### config.mk
export PLATFORM = sky130hd
export DESIGN_NAME = supv_reset_seq
export DESIGN_NICKNAME = d
export VERILOG_FILES = /design/src/rtl/supv_rst_pkg.sv /design/src/rtl/supv_rst_debounce.sv /design/src/rtl/supv_rst_edge.sv /design/src/rtl/supv_rst_holdoff.sv /design/src/rtl/supv_reset_seq.sv
export SDC_FILE = /design/constraint.sdc
export NUM_CORES = 1
export LEC_CHECK = 0
export CORE_ASPECT_RATIO = 1.5
export CORE_UTILIZATION = 40
export CTS_CLUSTER_DIAMETER = 150
export DETAILED_ROUTE_END_ITERATION = 8
export PLACE_DENSITY = 0.64
export RECOVER_POWER = 50
export SLEW_MARGIN = 20
export SYNTH_ARGS = -nofsm -noshare
export SYNTH_HDL_FRONTEND = slang
export SYNTH_SLANG_ARGS = --single-unit
### constraint.sdc
create_clock -name clk -period 2.95 [get_ports clk]
set_clock_uncertainty 0.05 [all_clocks]
set_input_delay 0.59 -clock clk [delete_from_list [all_inputs] [get_ports clk]]
set_output_delay 0.59 -clock clk [all_outputs]
set_load 0.05 [all_outputs]
### src/rtl/supv_rst_pkg.sv
package supv_rst_pkg;

    typedef enum logic [1:0] {
        HOLD_SHORT = 2'd0,
        HOLD_MED   = 2'd1,
        HOLD_LONG  = 2'd2,
        HOLD_MAX   = 2'd3
    } hold_code_e;

    typedef struct packed {
        logic no_power;
        logic low_supply;
        logic manual;
    } cause_t;

    function automatic logic any_cause(input cause_t c);
        return c.no_power | c.low_supply | c.manual;
    endfunction

    function automatic int unsigned hold_ticks(
        input hold_code_e  code,
        input int unsigned t0,
        input int unsigned t1,
        input int unsigned t2,
        input int unsigned t3
    );
        case (code)
            HOLD_SHORT: return t0;
            HOLD_MED:   return t1;
            HOLD_LONG:  return t2;
            default:    return t3;
        endcase
    endfunction

    function automatic int unsigned max4(
        input int unsigned a,
        input int unsigned b,
        input int unsigned c,
        input int unsigned d
    );
        int unsigned m;
        m = a;
        if (b > m) m = b;
        if (c > m) m = c;
        if (d > m) m = d;
        return m;
    endfunction

endpackage

### src/rtl/supv_rst_debounce.sv
module supv_rst_debounce #(
    parameter int unsigned DEB_TICKS = 16
) (
    input  logic clk,
    input  logic rst,
    input  logic tick,
    input  logic raw,
    output logic level,
    output logic fall_evt
);
    localparam int unsigned DW = (DEB_TICKS > 2) ? $clog2(DEB_TICKS) : 1;
    localparam logic [DW-1:0] LAST = DW'(DEB_TICKS - 1);

    logic [DW-1:0] run_q;
    logic          level_q;
    logic          evt_q;

    always_ff @(posedge clk) begin
        if (rst) begin
            run_q   <= '0;
            level_q <= 1'b1;
            evt_q   <= 1'b0;
        end else begin
            evt_q <= 1'b0;
            if (raw == level_q) begin
                run_q <= '0;
            end else if (tick) begin
                if (run_q == LAST) begin
                    level_q <= raw;
                    run_q   <= '0;
                    evt_q   <= ~raw;
                end else begin
                    run_q <= run_q + 1'b1;
                end
            end
        end
    end

    assign level    = level_q;
    assign fall_evt = evt_q;
endmodule

### src/rtl/supv_rst_edge.sv
module supv_rst_edge (
    input  logic clk,
    input  logic rst,
    input  logic sig,
    output logic rise_evt
);
    logic prev_q;
    logic evt_q;

    always_ff @(posedge clk) begin
        if (rst) begin
            prev_q <= 1'b0;
            evt_q  <= 1'b0;
        end else begin
            prev_q <= sig;
            evt_q  <= sig & ~prev_q;
        end
    end

    assign rise_evt = evt_q;
endmodule

### src/rtl/supv_rst_holdoff.sv
module supv_rst_holdoff
    import supv_rst_pkg::*;
#(
    parameter int unsigned HOLD_T0 = 50,
    parameter int unsigned HOLD_T1 = 200,
    parameter int unsigned HOLD_T2 = 400,
    parameter int unsigned HOLD_T3 = 800
) (
    input  logic       clk,
    input  logic       rst,
    input  logic       tick,
    input  cause_t     causes,
    input  hold_code_e hold_sel,
    output logic       active
);
    localparam int unsigned HOLD_MAXV = max4(HOLD_T0, HOLD_T1, HOLD_T2, HOLD_T3);
    localparam int unsigned CNT_W     = $clog2(HOLD_MAXV + 1);

    logic [CNT_W-1:0] cnt_q;
    logic             active_q;
    hold_code_e       code_q;
    logic [CNT_W-1:0] last_cnt;
    logic             cause_now;

    always_comb begin
        last_cnt  = CNT_W'(hold_ticks(code_q, HOLD_T0, HOLD_T1, HOLD_T2, HOLD_T3) - 1);
        cause_now = any_cause(causes);
    end

    always_ff @(posedge clk) begin
        if (rst) begin
            active_q <= 1'b1;
            cnt_q    <= '0;
            code_q   <= hold_sel;
        end else if (cause_now) begin
            active_q <= 1'b1;
            cnt_q    <= '0;
            code_q   <= hold_sel;
        end else if (active_q) begin
            if (tick) begin
                if (cnt_q == last_cnt) begin
                    active_q <= 1'b0;
                    cnt_q    <= '0;
                end else begin
                    cnt_q <= cnt_q + 1'b1;
                end
            end
        end else begin
            code_q <= hold_sel;
        end
    end

    assign active = active_q;
endmodule

### src/rtl/supv_reset_seq.sv
module supv_reset_seq
    import supv_rst_pkg::*;
#(
    parameter int unsigned DEB_TICKS = 16,
    parameter int unsigned HOLD_T0   = 50,
    parameter int unsigned HOLD_T1   = 200,
    parameter int unsigned HOLD_T2   = 400,
    parameter int unsigned HOLD_T3   = 800
) (
    input  logic       clk,
    input  logic       rst,
    input  logic       tick,
    input  logic       pwr_good,
    input  logic       supply_low,
    input  logic       mr_n,
    input  logic [1:0] hold_sel,
    output logic       rst_out,
    output logic       rst_out_n,
    output logic       low_supply_evt,
    output logic       manual_evt
);
    logic   btn_level;
    logic   active;
    cause_t causes;

    supv_rst_debounce #(.DEB_TICKS(DEB_TICKS)) u_deb (
        .clk      (clk),
        .rst      (rst),
        .tick     (tick),
        .raw      (mr_n),
        .level    (btn_level),
        .fall_evt (manual_evt)
    );

    supv_rst_edge u_low_edge (
        .clk      (clk),
        .rst      (rst),
        .sig      (supply_low),
        .rise_evt (low_supply_evt)
    );

    always_comb begin
        causes.no_power   = ~pwr_good;
        causes.low_supply = supply_low;
        causes.manual     = ~btn_level;
    end

    supv_rst_holdoff #(
        .HOLD_T0 (HOLD_T0),
        .HOLD_T1 (HOLD_T1),
        .HOLD_T2 (HOLD_T2),
        .HOLD_T3 (HOLD_T3)
    ) u_hold (
        .clk      (clk),
        .rst      (rst),
        .tick     (tick),
        .causes   (causes),
        .hold_sel (hold_code_e'(hold_sel)),
        .active   (active)
    );

    assign rst_out   = active;
    assign rst_out_n = ~active;
endmodule

==> flow_summary.ini, run 1 <==
[synthesis]
yosys_warnings = 0
synth_area_um2 = 1102
ys_seq_elements = 21
synthCells = 115
synth_xor_area_share_pct = 15.10
synth_compound_area_share_pct = 4.994
ys_types = 30
synth-simple-area-share_pct = 23.50
synth_top_family_by_area = simple AND/OR/NAND/NOR gates
synth_mux_area_share_pct = 0.9081
avgSynthCellArea_um2 = 9.585
yosys.area_share.adder_pct = 11.35
synth-seq-area-share_pct = 39.95
syn-num-nets = 133

[final_layout]
final_area_um2 = 1296
fillerInstances = 267
final_nets = 147
final_cells = 165
n_antenna_cell = 0
layout-drive-gt1-share_pct = 5.469
area_delta_synth_final_pct = 17.59

[global_route]
grt_first_pass_wirelength_um = 3505
grt_pass1_vias = 862
grt.overflow.total = 0
grt_usage_pct = 16.41
grt_max_degree = 13
grt_antenna_before_repair = 0

[clock_tree]
clk_pin_slew_ns = 0.07
insertion_delay_ns = 0.26
hold_buffers = 0
cts_resized = 0
tritoncts = done
clk_path_buf_depth = 2
cts_max_level = 1
cts-buffers-inserted = 3
post_cts_buffers = 0
numClockSinks = 21
cts-root-buf = clkbuf_8

[setup_path]
r2r_cells = 8
rrSetupSlack_ns = 0.71
worstPathRequired_ns = 3.03
r2r-end = u_hold.cnt_q[3]
startpoint = u_hold.code_q[0]
cp-end-kind = flop
reg2reg_from = u_hold.code_q[0]
cp-start-kind = flop
cp_slowest_cell = edfxtp_1
cpPeakStageDelay_ns = 0.46
crit_path_max_fanout = 8
crit_type = reg2reg
cp_cell_sequence = inv_1, ha_1, inv_1, ha_1, xor2_1, nand3_2, nor4_4, nor3_1
cp.arrival_ns = 2.32

[pwr]
power_leakage_nw = 0.4987
p_per_area_nw_per_um2 = 409.8
power_mw = 0.5312
peakVddDrop_mv = 0.3448

[place]
dpl_cell_area_um2 = 1250
dp_cells = 161
place_congestion = 0.8391
dp_hpwl_um = 1604
numPortBuffers = 11

[timing]
finalSetupTns_ns = 0
min_period_ns = 2.239
finalHoldViolCount = 0
drv_slew = 0
grt_setup_unrepaired = no
setup_viol = 0
max_freq_mhz = 446.7
finalCritPeriodShare_pct = 75.89
slew_headroom_pct = 66.85
worstMarginPinSlew_ns = 0.4957

[floorplanning]
io_pins = 12
initial_core_util_pct = 41.64
core_um2 = 2648
die-area_um2 = 2974
rows = 23
die_y_um = 66.30
die_width_um = 44.86

[run_status]
outcome = completed

[drt]
initialDrtViolationCount = 20
ant_nets = 0
route.detailed.drc = 0
routed_wl_um = 2017
viasPerCell = 5.048
wl_per_cell_um = 12.22
route.vias.total = 833
first_pass_iters = 4

[min_path]
hold_depth = 1
hold_path_class = reg2reg
min_to = u_low_edge.rise_evt
hold_start = u_low_edge.prev_q

[flow_run]
maxCapViolations = 0
critical path: cells and delay by family (launching register included):
kind / cells / cell delay, ns
fa+ha+maj: 2 / 0.56
xor+xnor: 1 / 0.17
flops: 1 / 0.46
buf+inv: 2 / 0.21
simple gates: 3 / 0.66
cell type report:
cell class | count | area, um^2 | share of cell area [%]
flip-flops and latches | 21 | 440.4 | 33.98
multi-input cells | 82 | 615.6 | 47.49
clock inverters | 1 | 5.005 | 0.3861
repair buffers | 11 | 110.1 | 8.494
well taps | 37 | 46.29 | 3.571
clock buffers | 3 | 41.29 | 3.185
inverters | 10 | 37.54 | 2.896
flip-flops by register name, summed over array words and instances, names as in the netlist:
register and count:
u_hold.cnt_q 10, u_deb.run_q 4, u_hold.code_q 2, u_deb.fall_evt 1
u_deb.level 1, u_hold.active 1, u_low_edge.prev_q 1, u_low_edge.rise_evt 1
worst max-delay path by stage:
stage	end	depth (start not counted)	slack, ns
2_1_floorplan	u_hold.cnt_q[2]	8	0.96
3_5_place_dp	u_hold.cnt_q[3]	8	0.71
6_report	u_hold.cnt_q[3]	8	0.71
5_1_grt	u_hold.cnt_q[3]	8	0.54
4_1_cts	u_hold.cnt_q[3]	8	0.69
3_3_place_gp	u_hold.cnt_q[9]	4	0.79
where the power goes:
group          leakage, nW  switching (mW)  internal, mW
logic                0.299          0.0260        0.0226
registers            0.175         0.00413         0.293
clock network       0.0255          0.0916        0.0941
total                0.499           0.122         0.409
kinds of logic after synthesis:
family	Yosys count
AOI/OAI and AO/OA	8
xor gates and xnor gates	19
adders and majority gates	10
buffers and inverters	12
DFF	21
muxes	1
and+or+nand+nor	44
cell usage in the layout (no fill, tap or decap), types with 2 or more instances in the layout:
master and count:
nand3_1 3, nand4_1 6, o21ai_0 2, nor3_1 12
nand2b_1 2, clkdlybuf4s50_1 5, dfxtp_1 19, dlygate4sd3_1 6
xnor2_1 10, edfxtp_1 2, nand2_1 5, inv_1 10
clkbuf_8 3, nor2_1 7, nor2b_1 2, xor2_1 9
ha_1 10
layer usage:
| layer | routed length, um | global-route usage (%) | up-vias |
|---|---|---|---|
| li1 | - | - | 421 |
| met1 | 779 | 16.24 | 394 |
| met2 | 1140 | 29.60 | 14 |
| met3 | 60 | 4.098 | 4 |
| met4 | 36 | 9.470 | 0 |
| met5 | 0 | 0 | - |
Yosys cell counts:
| library cell | instances | area share [%] |
|---|---|---|
| a211o_1 | 1 | 0.79 |
| a21o_1 | 1 | 0.68 |
| a21oi_1 | 1 | 0.45 |
| and2_1 | 1 | 0.57 |
| buf_2 | 1 | 0.45 |
| clkbuf_1 | 1 | 0.34 |
| dfxtp_1 | 19 | 35 |
| edfxtp_1 | 2 | 5.4 |
| ha_1 | 10 | 11 |
| inv_1 | 10 | 3.4 |
| mux2i_1 | 1 | 0.91 |
| nand2_1 | 5 | 1.7 |
| nand2b_1 | 2 | 1.1 |
| nand3_1 | 3 | 1.4 |
| nand3_2 | 1 | 0.91 |
| nand4_1 | 6 | 3.4 |
| nand4bb_1 | 1 | 1.0 |
| nor2_1 | 7 | 2.4 |
| nor2b_1 | 2 | 1.1 |
| nor3_1 | 12 | 5.4 |
| nor4_1 | 1 | 0.57 |
| nor4_2 | 1 | 1.1 |
| nor4_4 | 1 | 1.9 |
| nor4b_1 | 1 | 0.79 |
| o211ai_1 | 1 | 0.68 |
| o21a_1 | 1 | 0.68 |
| o21ai_0 | 2 | 0.91 |
| o311ai_0 | 1 | 0.79 |
| xnor2_1 | 10 | 7.9 |
| xor2_1 | 9 | 7.2 |
per-stage QoR:
stage | hold WS (ns) | utilization, % | setup WS, ns
detailed placement | 0.3360 | 47.21 | 0.7106
global route | 0.3511 | 48.96 | 0.5429
CTS | 0.3473 | 48.96 | 0.6911
global placement | 0.3233 | 47.21 | 0.7880
floorplan | 0.3174 | - | 0.9616
finish | 0.3430 | 48.96 | 0.7111
(Power assumes the default switching activity.)
==> run 2: changes to the inputs <==
==> constraint.sdc (replaced) <==
create_clock -name clk -period 2.3 [get_ports clk]
set_clock_uncertainty 0.05 [all_clocks]
set_input_delay 0.46 -clock clk [delete_from_list [all_inputs] [get_ports clk]]
set_output_delay 0.46 -clock clk [all_outputs]
set_load 0.05 [all_outputs]
==> run 2 against run 1 <==
Compared with the run above: sequential cell count unchanged; sequential share of layout area down 0.45 points; non-clock buffer count up 3; highest routed layer unchanged; critical endpoint is now u_hold.cnt_q[8]; fmax increased by 6.6%; clock power is 29% higher; cell count rose by 1.8%; critical path depth unchanged.
==> flow_summary.ini, run 2 (synthesized netlist as in run 1, its figures left out) <==
[drt]
route.detailed.drc = 0
ant_nets = 0
initialDrtViolationCount = 4
wl_per_cell_um = 11.52
routed_wl_um = 1935
first_pass_iters = 2
viasPerCell = 4.833
route.vias.total = 812

[pwr]
p_per_area_nw_per_um2 = 521.5
clockPowerShare_pct = 35.1
power_switching_mw = 0.1551
power_mw = 0.6852
p_int_mw = 0.5301
peakVddDrop_mv = 0.3771
seqPwrFrac_pct = 55.4
comb_power_share_pct = 9.5
power_leakage_nw = 0.4999
p_sw_share_pct = 22.64

[floorplanning]
die-area_um2 = 2974
io_pins = 12
die_width_um = 44.86
rows = 23
die_y_um = 66.30
initial_core_util_pct = 41.64
core_um2 = 2648

[timing]
finalHoldViolCount = 0
setup_viol = 0
min_period_ns = 2.100
slew_headroom_pct = 67.06
finalSetupTns_ns = 0
max_freq_mhz = 476.3
drv_slew = 0
grt_setup_unrepaired = no
worstMarginPinSlew_ns = 0.4926
finalCritPeriodShare_pct = 91.29
holdWs_ns = 0.3359

[final_layout]
layout-drive-gt1-share_pct = 6.107
area_delta_synth_final_pct = 19.18
final_common_cell = dfxtp_1
top_register = u_hold.cnt_q
multiInputGateArea_um2 = 615.6
utilization_pct = 49.62
mostFrequentLayoutCells = dfxtp_1 (19), nor3_1 (12), inv_1 (10), xnor2_1 (10), ha_1 (10)
fillerInstances = 276
final_cells = 168
n_antenna_cell = 0
largest_reg_flops = 10
top_regs = u_hold.cnt_q (10), u_deb.run_q (4), u_hold.code_q (2)
final_nets = 150
layout.area.seq_um2 = 440.4

[global_route]
grt_max_degree = 12
grt_pass1_vias = 782
grt_antenna_before_repair = 0
grt_first_pass_wirelength_um = 3277
grt_usage_pct = 15.22
grt.overflow.total = 0

[clock_tree]
tritoncts = done
cts-root-buf = clkbuf_8
clk_path_buf_depth = 2
clk_pin_slew_ns = 0.07
insertion_delay_ns = 0.26
numClockSinks = 21
cts-buffers-inserted = 3
cts_max_level = 1

[min_path]
hold_depth = 1
hold_start = u_low_edge.prev_q
min_to = u_low_edge.rise_evt
hold_path_class = reg2reg

[setup_path]
cp.arrival_ns = 2.18
reg2reg_from = u_hold.code_q[1]
rrSetupSlack_ns = 0.20
cp-start-kind = flop
startpoint = u_hold.code_q[1]
worstPathRequired_ns = 2.38
cp-end-kind = flop
r2r-end = u_hold.cnt_q[8]
r2r_cells = 8
crit_type = reg2reg
crit_path_max_fanout = 8

[place]
dp_cells = 164
numPortBuffers = 11
dp_hpwl_um = 1535
place_congestion = 0.7621

[flow_run]
maxCapViolations = 0

[run_status]
outcome = completed
-- run 2: what timing repair did --
item	4_1_cts	5_1_grt
hold buffers	0	0
endpoints found under the setup margin	0	8
buffers inserted	0	0
gates resized for setup	0	0
hold endpoints to repair	0	0
-- run 2: worst max-delay path, stage by stage, from the launching register on --
cell      delay, ns
edfxtp_1       0.43
inv_1          0.15
ha_1           0.23
inv_1          0.06
ha_1           0.30
xor2_1         0.15
nand3_2        0.12
nor4_4         0.36
nor3_1         0.11
-- run 2: how the worst max path moves through the flow --
stage	endpoint	slack (ns)	cells after the start
2_1_floorplan	u_hold.cnt_q[2]	0.31	8
3_3_place_gp	u_hold.cnt_q[4]	0.18	8
3_5_place_dp	u_hold.cnt_q[8]	0.11	8
4_1_cts	u_hold.cnt_q[8]	0.1	8
5_1_grt	u_hold.cnt_q[8]	0.02	8
6_report	u_hold.cnt_q[8]	0.20	8
-- run 2: layout make-up --
| type | count | share of cell area, % |
|---|---|---|
| repair buffers | 14 | 9.810 |
| flip-flops and latches | 21 | 33.52 |
| clock buffers | 4 | 3.429 |
| multi-input cells | 82 | 46.86 |
| well taps | 37 | 3.524 |
| inverters | 10 | 2.857 |
-- run 2: stage by stage --
step / setup slack (ns) / cell area, um^2
finish: 0.2003 / 1314
global route: 0.02134 / 1314
CTS: 0.09782 / 1318
detailed placement: 0.1119 / 1272
global placement: 0.1842 / 1272
floorplan: 0.3116 / 1102
-- run 2: metal layers --
layer	routed length (um)	vias to the layer above	share of wire (%)	track usage (%)
met5	0	-	0	0
met4	45	0	2.3	7.955
met3	31	6	1.6	2.459
met2	1039	7	54	26.84
met1	818	374	42	16.84
li1	-	425	-	-
-- run 2: power groups by stage --
stage               combinational, mW  sequential, mW  clock, mW
finish                         0.0651           0.380      0.240
global route                   0.0735           0.380      0.263
CTS                            0.0686           0.380      0.251
detailed placement             0.0680           0.388          0
global placement               0.0666           0.388          0
floorplan                      0.0384           0.392          0
